[config.mk]
export PLATFORM = sky130hd
export DESIGN_NAME = cfgseq_sequencer
export DESIGN_NICKNAME = d
export VERILOG_FILES = /design/src/rtl/cfgseq_pkg.sv /design/src/rtl/cfgseq_status_poll.sv /design/src/rtl/cfgseq_delay.sv /design/src/rtl/cfgseq_sequencer.sv
export SDC_FILE = /design/constraint.sdc
export NUM_CORES = 1
export LEC_CHECK = 0
export BUFFER_PORTS_ARGS = -buffer_cell sky130_fd_sc_hd__buf_2
export CAP_MARGIN = 20
export CORE_UTILIZATION = 64
export DETAILED_ROUTE_END_ITERATION = 8
export PLACE_DENSITY_LB_ADDON = 0.3
export SLEW_MARGIN = 0
export SYNTH_ARGS = -nofsm -noshare
export SYNTH_HDL_FRONTEND = slang
export SYNTH_SLANG_ARGS = --single-unit
[constraint.sdc]
create_clock -name clk -period 6.1 [get_ports clk]
set_input_delay 1.22 -clock clk [delete_from_list [all_inputs] [get_ports clk]]
set_output_delay 1.22 -clock clk [all_outputs]
set_load 0.05 [all_outputs]
[src/rtl/cfgseq_pkg.sv]
package cfgseq_pkg;

    // Command bytes understood by the target's SPI slave port.
    localparam logic [7:0] OP_STATUS  = 8'h00;
    localparam logic [7:0] OP_READ    = 8'h01;
    localparam logic [7:0] OP_CFG_ON  = 8'h0B;
    localparam logic [7:0] OP_CFG_OFF = 8'h0C;
    localparam logic [7:0] OP_PM_A    = 8'hAE;
    localparam logic [7:0] OP_PM_B    = 8'h01;
    localparam logic [7:0] OP_FRAME   = 8'hEE;
    localparam logic [7:0] OP_RELEASE = 8'h23;

    localparam int FRAME_BYTES = 16;
    localparam int REPLY_BYTES = 4;

    // Status word bit positions.
    localparam int ST_BUSY  = 0;
    localparam int ST_READY = 1;
    localparam int ST_VIOL  = 2;
    localparam int ST_ERR   = 3;

    typedef enum logic [4:0] {
        S_IDLE, S_EN_POLL, S_EN_CMD, S_RDY_POLL, S_RD_CMD, S_RD_REPLY, S_RD_CHECK,
        S_PM_POLL, S_PM_CMD, S_FR_POLL, S_FR_CMD, S_FR_DATA,
        S_DIS_POLL, S_DIS_CMD, S_WAIT, S_REL_POLL, S_REL_CMD, S_DONE, S_FAIL
    } seq_state_t;

    typedef enum logic [1:0] {
        P_IDLE, P_FIRST, P_SECOND, P_HOLD
    } poll_state_t;

endpackage

[src/rtl/cfgseq_status_poll.sv]
module cfgseq_status_poll
    import cfgseq_pkg::*;
#(
    parameter int POLL_LIMIT = 100000
) (
    input  logic       clk,
    input  logic       rst_n,
    input  logic       run,
    input  logic       want_ready,
    output logic       spi_req,
    output logic [7:0] spi_tx,
    output logic       spi_hold,
    input  logic       spi_ack,
    input  logic [3:0] status,
    output logic       ok,
    output logic       fail
);

    localparam int CNT_W = $clog2(POLL_LIMIT + 1);

    poll_state_t      state, nxt;
    logic [CNT_W-1:0] tries;
    logic             failed_q;
    logic             bad, met, last;

    assign bad  = status[ST_VIOL] | status[ST_ERR];
    assign met  = !status[ST_BUSY] && (!want_ready || status[ST_READY]);
    assign last = (tries == CNT_W'(POLL_LIMIT - 1));

    always_ff @(posedge clk) begin
        if (!rst_n) state <= P_IDLE;
        else        state <= nxt;
    end

    always_comb begin
        nxt = state;
        unique case (state)
            P_IDLE:   if (run) nxt = P_FIRST;
            P_FIRST:  if (spi_ack) nxt = P_SECOND;
            P_SECOND: if (spi_ack) nxt = (bad || met || last) ? P_HOLD : P_FIRST;
            P_HOLD:   if (!run) nxt = P_IDLE;
            default:  nxt = P_IDLE;
        endcase
    end

    always_ff @(posedge clk) begin
        if (!rst_n) begin
            tries    <= '0;
            failed_q <= 1'b0;
        end else if (state == P_IDLE) begin
            tries    <= '0;
            failed_q <= 1'b0;
        end else if (state == P_SECOND && spi_ack) begin
            if (bad || (!met && last)) failed_q <= 1'b1;
            else if (!met)             tries    <= tries + CNT_W'(1);
        end
    end

    always_comb begin
        spi_req  = (state == P_FIRST) || (state == P_SECOND);
        spi_tx   = OP_STATUS;
        spi_hold = 1'b0;
        ok       = (state == P_HOLD) && !failed_q;
        fail     = (state == P_HOLD) && failed_q;
    end

    AST_POLL_BOUND: assert property (@(posedge clk) disable iff (!rst_n)
        tries < CNT_W'(POLL_LIMIT)) else $error("poll attempts over limit");

    AST_POLL_RESULT_HELD: assert property (@(posedge clk) disable iff (!rst_n)
        (ok && run) |=> (ok || !run)) else $error("poll result dropped early");

endmodule

[src/rtl/cfgseq_delay.sv]
module cfgseq_delay #(
    parameter int WAIT_CYCLES = 50000
) (
    input  logic clk,
    input  logic rst_n,
    input  logic run,
    output logic expired
);

    localparam int CNT_W = $clog2(WAIT_CYCLES + 1);

    logic [CNT_W-1:0] cnt;

    assign expired = run && (cnt == CNT_W'(WAIT_CYCLES - 1));

    always_ff @(posedge clk) begin
        if (!rst_n || !run) cnt <= '0;
        else if (!expired)  cnt <= cnt + CNT_W'(1);
    end

    AST_DELAY_RANGE: assert property (@(posedge clk) disable iff (!rst_n)
        cnt <= CNT_W'(WAIT_CYCLES - 1)) else $error("delay counter overrun");

endmodule

[src/rtl/cfgseq_sequencer.sv]
module cfgseq_sequencer
    import cfgseq_pkg::*;
#(
    parameter int LEN_W       = 16,
    parameter int POLL_LIMIT  = 100000,
    parameter int WAIT_CYCLES = 50000
) (
    input  logic             clk,
    input  logic             rst_n,
    input  logic             start,
    input  logic             partial_req,
    input  logic [LEN_W-1:0] total_len,
    input  logic [7:0]       in_data,
    input  logic             in_valid,
    output logic             in_ready,
    output logic             spi_req,
    output logic [7:0]       spi_tx,
    output logic             spi_hold,
    input  logic             spi_ack,
    input  logic [7:0]       spi_rx,
    output logic             busy,
    output logic             done,
    output logic             error,
    output logic             prog_mode
);

    localparam int FRM_W  = LEN_W - 4;
    localparam int GAP_W  = $clog2(WAIT_CYCLES + 2);
    localparam logic [3:0] LAST_DATA  = 4'(FRAME_BYTES - 1);
    localparam logic [3:0] LAST_REPLY = 4'(REPLY_BYTES - 1);

    seq_state_t       state, nxt;
    logic [FRM_W-1:0] nframes, frame_idx;
    logic [3:0]       bcnt;
    logic             reply_nz, pm_q;
    logic             idle_like, launch, len_bad, last_frame;
    logic             poll_run, want_ready, p_req, p_hold, p_ok, p_fail;
    logic [7:0]       p_tx;
    logic             wait_run, wait_done;

    assign idle_like  = (state == S_IDLE) || (state == S_DONE) || (state == S_FAIL);
    assign launch     = start && idle_like;
    assign len_bad    = |total_len[3:0];
    assign last_frame = ((frame_idx + FRM_W'(1)) == nframes);
    assign poll_run   = state inside {S_EN_POLL, S_RDY_POLL, S_PM_POLL,
                                      S_FR_POLL, S_DIS_POLL, S_REL_POLL};
    assign want_ready = (state == S_RDY_POLL);
    assign wait_run   = (state == S_WAIT);
    assign prog_mode  = pm_q;

    cfgseq_status_poll #(.POLL_LIMIT(POLL_LIMIT)) i_poll (
        .clk        (clk),
        .rst_n      (rst_n),
        .run        (poll_run),
        .want_ready (want_ready),
        .spi_req    (p_req),
        .spi_tx     (p_tx),
        .spi_hold   (p_hold),
        .spi_ack    (spi_ack),
        .status     (spi_rx[3:0]),
        .ok         (p_ok),
        .fail       (p_fail)
    );

    cfgseq_delay #(.WAIT_CYCLES(WAIT_CYCLES)) i_delay (
        .clk     (clk),
        .rst_n   (rst_n),
        .run     (wait_run),
        .expired (wait_done)
    );

    // State register
    always_ff @(posedge clk) begin
        if (!rst_n) state <= S_IDLE;
        else        state <= nxt;
    end

    // Transitions
    always_comb begin
        nxt = state;
        unique case (state)
            S_IDLE, S_DONE, S_FAIL: begin
                if (start) begin
                    if (partial_req || len_bad) nxt = S_FAIL;
                    else                        nxt = S_EN_POLL;
                end
            end
            S_EN_POLL:  if (p_fail) nxt = S_FAIL; else if (p_ok) nxt = S_EN_CMD;
            S_EN_CMD:   if (spi_ack) nxt = S_RDY_POLL;
            S_RDY_POLL: if (p_fail) nxt = S_FAIL; else if (p_ok) nxt = S_RD_CMD;
            S_RD_CMD:   if (spi_ack) nxt = S_RD_REPLY;
            S_RD_REPLY: if (spi_ack && bcnt == LAST_REPLY) nxt = S_RD_CHECK;
            S_RD_CHECK: nxt = reply_nz ? S_FAIL : S_PM_POLL;
            S_PM_POLL:  if (p_fail) nxt = S_FAIL; else if (p_ok) nxt = S_PM_CMD;
            S_PM_CMD: begin
                if (spi_ack && bcnt == 4'd1)
                    nxt = (nframes == '0) ? S_DIS_POLL : S_FR_POLL;
            end
            S_FR_POLL:  if (p_fail) nxt = S_FAIL; else if (p_ok) nxt = S_FR_CMD;
            S_FR_CMD:   if (spi_ack) nxt = S_FR_DATA;
            S_FR_DATA: begin
                if (spi_ack && bcnt == LAST_DATA)
                    nxt = last_frame ? S_DIS_POLL : S_FR_POLL;
            end
            S_DIS_POLL: if (p_fail) nxt = S_FAIL; else if (p_ok) nxt = S_DIS_CMD;
            S_DIS_CMD:  if (spi_ack) nxt = S_WAIT;
            S_WAIT:     if (wait_done) nxt = S_REL_POLL;
            S_REL_POLL: if (p_fail) nxt = S_FAIL; else if (p_ok) nxt = S_REL_CMD;
            S_REL_CMD:  if (spi_ack) nxt = S_DONE;
            default:    nxt = S_IDLE;
        endcase
    end

    // Counters and flags
    always_ff @(posedge clk) begin
        if (!rst_n) begin
            nframes   <= '0;
            frame_idx <= '0;
            bcnt      <= '0;
            reply_nz  <= 1'b0;
            pm_q      <= 1'b0;
        end else begin
            if (launch) begin
                nframes   <= total_len[LEN_W-1:4];
                frame_idx <= '0;
            end else if (state == S_FR_DATA && spi_ack && bcnt == LAST_DATA) begin
                frame_idx <= frame_idx + FRM_W'(1);
            end
            if (nxt != state)  bcnt <= '0;
            else if (spi_ack)  bcnt <= bcnt + 4'd1;
            if (state == S_RD_CMD)                   reply_nz <= 1'b0;
            else if (state == S_RD_REPLY && spi_ack) reply_nz <= reply_nz | (|spi_rx);
            if (state == S_PM_CMD && spi_ack && bcnt == 4'd1) pm_q <= 1'b1;
            else if (state == S_REL_CMD && spi_ack)           pm_q <= 1'b0;
        end
    end

    // Outputs
    always_comb begin
        spi_req  = 1'b0;
        spi_tx   = OP_STATUS;
        spi_hold = 1'b0;
        in_ready = 1'b0;
        busy     = 1'b1;
        done     = 1'b0;
        error    = 1'b0;
        unique case (state)
            S_IDLE: busy = 1'b0;
            S_DONE: begin busy = 1'b0; done = 1'b1; end
            S_FAIL: begin busy = 1'b0; error = 1'b1; end
            S_EN_POLL, S_RDY_POLL, S_PM_POLL, S_FR_POLL, S_DIS_POLL, S_REL_POLL: begin
                spi_req  = p_req;
                spi_tx   = p_tx;
                spi_hold = p_hold;
            end
            S_EN_CMD: begin spi_req = 1'b1; spi_tx = OP_CFG_ON; end
            S_RD_CMD: begin spi_req = 1'b1; spi_tx = OP_READ; spi_hold = 1'b1; end
            S_RD_REPLY: begin
                spi_req  = 1'b1;
                spi_hold = (bcnt != LAST_REPLY);
            end
            S_RD_CHECK: ;
            S_PM_CMD: begin
                spi_req  = 1'b1;
                spi_tx   = (bcnt == 4'd0) ? OP_PM_A : OP_PM_B;
                spi_hold = (bcnt == 4'd0);
            end
            S_FR_CMD: begin spi_req = 1'b1; spi_tx = OP_FRAME; spi_hold = 1'b1; end
            S_FR_DATA: begin
                spi_req  = in_valid;
                spi_tx   = in_data;
                spi_hold = (bcnt != LAST_DATA);
                in_ready = spi_ack;
            end
            S_DIS_CMD: begin spi_req = 1'b1; spi_tx = OP_CFG_OFF; end
            S_WAIT: ;
            S_REL_CMD: begin spi_req = 1'b1; spi_tx = OP_RELEASE; end
            default: busy = 1'b0;
        endcase
    end

    // Checker-side gap counter: cycles since the disable command was last on the port
    logic [GAP_W-1:0] gap_cnt;
    always_ff @(posedge clk) begin
        if (!rst_n || state == S_DIS_CMD)            gap_cnt <= '0;
        else if (gap_cnt != GAP_W'(WAIT_CYCLES + 1)) gap_cnt <= gap_cnt + GAP_W'(1);
    end

    AST_WAIT_GAP: assert property (@(posedge clk) disable iff (!rst_n)
        (state == S_REL_CMD) |-> (gap_cnt >= GAP_W'(WAIT_CYCLES))) else $error("release too early");

    AST_REQ_STABLE: assert property (@(posedge clk) disable iff (!rst_n)
        (spi_req && !spi_ack) |=> (spi_req && $stable(spi_tx) && $stable(spi_hold))) else $error("request changed before ack");

    AST_STREAM_IN_FRAME: assert property (@(posedge clk) disable iff (!rst_n)
        in_ready |-> (spi_req && spi_tx == in_data && pm_q)) else $error("stream consumed outside frame");

    AST_BADLEN_REFUSED: assert property (@(posedge clk) disable iff (!rst_n)
        (start && idle_like && len_bad) |=> error) else $error("bad length accepted");

    AST_PARTIAL_REFUSED: assert property (@(posedge clk) disable iff (!rst_n)
        (start && idle_like && partial_req) |=> error) else $error("partial request accepted");

    AST_PM_EXIT: assert property (@(posedge clk) disable iff (!rst_n)
        $fell(prog_mode) |-> done) else $error("program mode left without completion");

    AST_FLAGS_EXCL: assert property (@(posedge clk) disable iff (!rst_n)
        $onehot0({busy, done, error})) else $error("status flags overlap");

endmodule

---- After elaboration in Yosys (flattened, before gate mapping) ----
Cells that the tools add are included.
word-level totals
  bits of input ports ..................... 38
  register bits ........................... 71
  logic and storage cells ................. 147
cells by class
  add/sub/neg operators ................... 4
  bitwise logic cells ..................... 5
  equality and inequality tests ........... 34
  reductions and logical operators ........ 51
  multiplexer cells ....................... 43
operator list
  operator               number
  $mux 5                 24
  $pmux 5 s17            1
  $pmux 8 s7             1
  $eq 5x4->1 const B     8
  $eq 5x3->1 const B     4
  $add 17x1->17 const B  1
  $eq 17x17->1 const B   1
  $add 16x1->16 const B  1
  $eq 16x16->1 const B   1
  $logic_and 1x1->1      16
  $reduce_or 16->1       1
  $eq 5x5->1 const B     3
  $add 12x1->12 const B  1
  $eq 12x12->1           1
  $logic_not 12->1       1
  $eq 5x2->1 const B     2
  $mux 2                 5
  $reduce_or 2->1        5
  $logic_or 1x1->1       9
  $mux 8                 1
  $pmux 2 s4             1
  $reduce_or 8->1        1
  $reduce_or 7->1        1
  $logic_not 1->1        6
  29 further kinds       41

---- Longest topological paths before layout ----
  word-level depth ........................ 9
  depth in mapped cells ................... 9
  mapped depth without buffers ............ 9

---- Hierarchy ----
Synthesis repeated with hierarchy kept, for this count alone.
unflattened totals
  cell total of the unflattened synthesis .. 616
  area, all modules ....................... 5098.6 um2
by module, submodules not included
  module              sequential area each (um2)  area an instance (um2)  cells each  times used
  cfgseq_sequencer    700.7                       3007.9                  388         1
  cfgseq_status_poll  400.4                       1232.4                  133         1
  cfgseq_delay        320.3                       858.3                   95          1

---- Least setup slack after synthesis ----
OpenSTA, ideal clock, no wires.
  path kind ............................... input to output
  start ................................... in in_valid
  end ..................................... out spi_req
  data arrival time ....................... 2.614 ns
  required time ........................... 4.880 ns
  stages on the path ...................... 4
  path slack .............................. 2.266 ns
  path through ............................ o32ai_1 > nor2_1 > a21oi_1 > o31ai_1
on the way
  cells in the longest elaborated chain, start to end .. 1
RTL lines
  element          RTL line                 text
  start, declared  cfgseq_sequencer.sv:14   input logic in_valid,
  $pmux 1 s3       cfgseq_sequencer.sv:147  unique case (state)
  end, declared    cfgseq_sequencer.sv:16   output logic spi_req,
Every way passes these cells.

---- Final worst setup path ----
  start ................................... reg state[1]
  end ..................................... out spi_hold
on the way
  cells in the longest elaborated chain, start to end .. 3
RTL lines
  element                                          RTL line                 text
  start, declared                                  cfgseq_sequencer.sv:32   seq_state_t state, nxt;
  start signal, assigned                           cfgseq_sequencer.sv:75   else state <= nxt;
  $eq 5x3->1 / $eq 5x4->1 (equally long branches)  cfgseq_sequencer.sv:147
  $reduce_or 2->1 (no line)                        n/a
  $pmux 1 s4 *                                     cfgseq_sequencer.sv:147
  end, declared                                    cfgseq_sequencer.sv:18   output logic spi_hold,
Mark *: on every way between the ends. The rest lies on a longest branch, timed or not.

==> results.sh <==
export IMPL_status="finished clean"
export IMPL_gp_congestion=0.894
export IMPL_period_minus_slack_ns=4.35
export IMPL_synthArstFlopShare_pct=0
export IMPL_grt_ovfl_total=0
export IMPL_synth_cell_types=64
export IMPL_syn_area_um2=4500
export IMPL_grt_pass1_vias=4007
export IMPL_cts_max_level=3
export IMPL_drc=0
export IMPL_instances_no_fill=726
export IMPL_final_core_util_pct=73.1
export IMPL_drt_initial_drc_count=364
export IMPL_hold_class="reg -> reg"
export IMPL_n_fill_cell=573
export IMPL_syn_num_nets=644
export IMPL_core_area_um2=6790
export IMPL_cp_start_kind="flip-flop"
export IMPL_n_antenna_cell=0
export IMPL_io_buffers=52
export IMPL_path_max_fanout=31
export IMPL_relSlewSlack_pct=37.9
export IMPL_drv_cap=0
export IMPL_grt_total_usage_pct=31.0
export IMPL_vias_per_cell=6.13
export IMPL_dieArea_um2=7380
export IMPL_cp_end_kind="output pin"
export IMPL_drt_total_wl_um=11000
export IMPL_root_buffer="clkbuf_8"
export IMPL_path_clk_slew_ns=0.07
export IMPL_max_freq_ghz=0.230
export IMPL_ant_nets=0
export IMPL_cts_sinks=71
export IMPL_fp_dieH_um=85.9
export IMPL_ys_warn_count=0
export IMPL_synthCells=596
export IMPL_critical_path_class="reg -> out"
export IMPL_synth_area_per_cell_um2=7.56
export IMPL_skew_ns=0.00804
export IMPL_grt_max_degree=32
export IMPL_max_slew_worst_pin_slew_ns=0.930
export IMPL_yosysSeqAreaShare_pct=31.6
export IMPL_cts_setup_buffers=0
export IMPL_wl_per_cell_um=15.1
export IMPL_final_nets=673
export IMPL_ys_ff_latch=71
export IMPL_power_leakage_uw=0.00175
export IMPL_cp_required_ns=4.88
export IMPL_power_density_nw_per_um2=333
export IMPL_area_growth_pct=10.2
export IMPL_dr_total_vias=4454
export IMPL_dr_pass1_iters=5
export IMPL_grt_pass1_wl_um=18200
export IMPL_synth_edf_count=0
export IMPL_post_dp_hpwl_um=7890
export IMPL_numCtsBuffers=9
export IMPL_rr_worst_depth=7
export IMPL_slew_violations=0
export IMPL_cts_repair_resized=0
export IMPL_dieWidth_um=85.9
export IMPL_tritoncts="built"
export IMPL_io_pins=53
export IMPL_yosys_area_top_type="dfxtp_1"
export IMPL_setup_viol=0
export IMPL_clk_latency_ns=0.35
export IMPL_holdPathStages=2
export IMPL_fin_crit_sh_pct=71.3
export IMPL_start_util_pct=66.3
export IMPL_fp_row_count=30
export IMPL_timing_setup_tns_ns=0
export IMPL_antenna_found_initial=0
export IMPL_critPathArrivalTime_ns=3.13
export IMPL_ys_flop_type="dfxtp_1"
export IMPL_ir_drop_mv=0.187
export IMPL_cts_hold_buf=0
export IMPL_synth_top_area_share_pct=31.6
export IMPL_hold_viol=0
export IMPL_dp_cells=710
export IMPL_cts_path_max_buffers=2
export IMPL_drive_gt1_share_pct=12.2
export IMPL_synthTopCellsByArea="dfxtp_1, nor2_1, xor2_1"
export IMPL_rsz0062_at_grt="false"
-- layout make-up --
cell class / instances / area [µm²] / area share [%]
Sequential cell: 71 / 1420 / 28.6
Multi-Input combinational cell: 475 / 2890 / 58.1
Clock buffer: 11 / 131 / 2.65
Tap cell: 96 / 120 / 2.42
Inverter: 15 / 56.3 / 1.13
Clock inverter: 5 / 81.3 / 1.64
Timing Repair Buffer: 53 / 268 / 5.39
-- cell usage after synthesis, types with 3 or more instances --
master    number
ha_1          10
dfxtp_1       71
xnor2_1       25
or2_2          3
nand4_1       13
clkbuf_1      26
or3_1         15
o211ai_1       3
nor3_1        24
a31oi_1        5
xor2_1        26
nor2b_1        5
a22oi_1        3
and3_1        12
buf_1          4
or4bb_1        3
nor4_1        13
buf_2          4
o21ai_0       23
nor2_1        72
a21oi_1       41
inv_1         15
and2_1         6
and4_1         3
nor3b_1        3
nand3_1       35
mux2i_1        6
nand2_1       59
nand2b_1      16
-- where the power goes --
group	internal, µW	switching [µW]	leakage, µW
logic	219	446	0.00107
registers	499	75.7	0.000574
clock network	231	180	0.000104
total	949	702	0.00175
-- registers in the layout, summed over array words and instances (netlist names) --
register	flops
reply_nz	1
bcnt	4
frame_idx	12
state	5
i_delay.cnt	16
nframes	12
prog_mode	1
i_poll.state	2
i_poll.tries	17
i_poll.failed_q	1
-- cells by family after synthesis --
group | count (synthesis) | synth area share, %
flops | 71 | 31.6
simple gates | 298 | 34.6
compound gates | 110 | 15.4
xor+xnor | 51 | 9.92
mux | 6 | 1.33
buf+inv | 50 | 4.36
fa+ha+maj | 10 | 2.78
-- per-stage QoR --
stage | hold slack, ns | setup slack, ns | power [µW] | area (µm²)
global route | 0.508 | 1.56 | 1740 | 4960
floorplan | 0.453 | 2.27 | 1090 | 4500
CTS | 0.488 | 1.86 | 1640 | 4960
finish | 0.490 | 1.75 | 1650 | 4960
global placement | 0.468 | 2.43 | 1220 | 4750
detailed placement | 0.477 | 2.23 | 1230 | 4750
-- layout by cell type, fill, tap and decap left out, drive strengths merged, types with 13 or more instances in the layout --
cell / Yosys / layout
nor4: 13 / 13
inv: 15 / 16
xnor2: 25 / 25
nand2b: 16 / 16
nor3: 24 / 24
dfxtp: 71 / 71
nor2: 73 / 73
a21oi: 41 / 41
nand4: 14 / 14
nand2: 59 / 59
nand3: 36 / 36
o21ai: 25 / 25
or3: 15 / 15
xor2: 26 / 26
buf: 9 / 53
-- worst max-delay path, cell delays in order, from the launching register on --
cell      delay [ns]
dfxtp_1         0.94
nand2b_1        0.33
nor3_1          0.72
nor3_1          0.12
o21ai_0         0.19
o21ai_0         0.11
nand3_1         0.11
buf_2           0.26
-- per-layer routing --
layer | wire, µm | GRT usage, % | vias up
met5 | 0 | 0 | -
met4 | 216 | 11.1 | 0
li1 | - | - | 2180
met2 | 5240 | 52.0 | 159
met3 | 669 | 7.31 | 25
met1 | 4870 | 38.8 | 2090
-- path summary, 6_finish.rpt --
kind | startpoint | to | slack [ns]
max | state[1] | spi_hold | 1.75
min | i_poll.tries[16] | i_poll.tries[16] | 0.49
max reg2reg | state[1] | bcnt[1] | 2.82
min reg2reg | i_poll.tries[16] | i_poll.tries[16] | 0.49
Note: power is estimated with default switching activity, not from simulation.
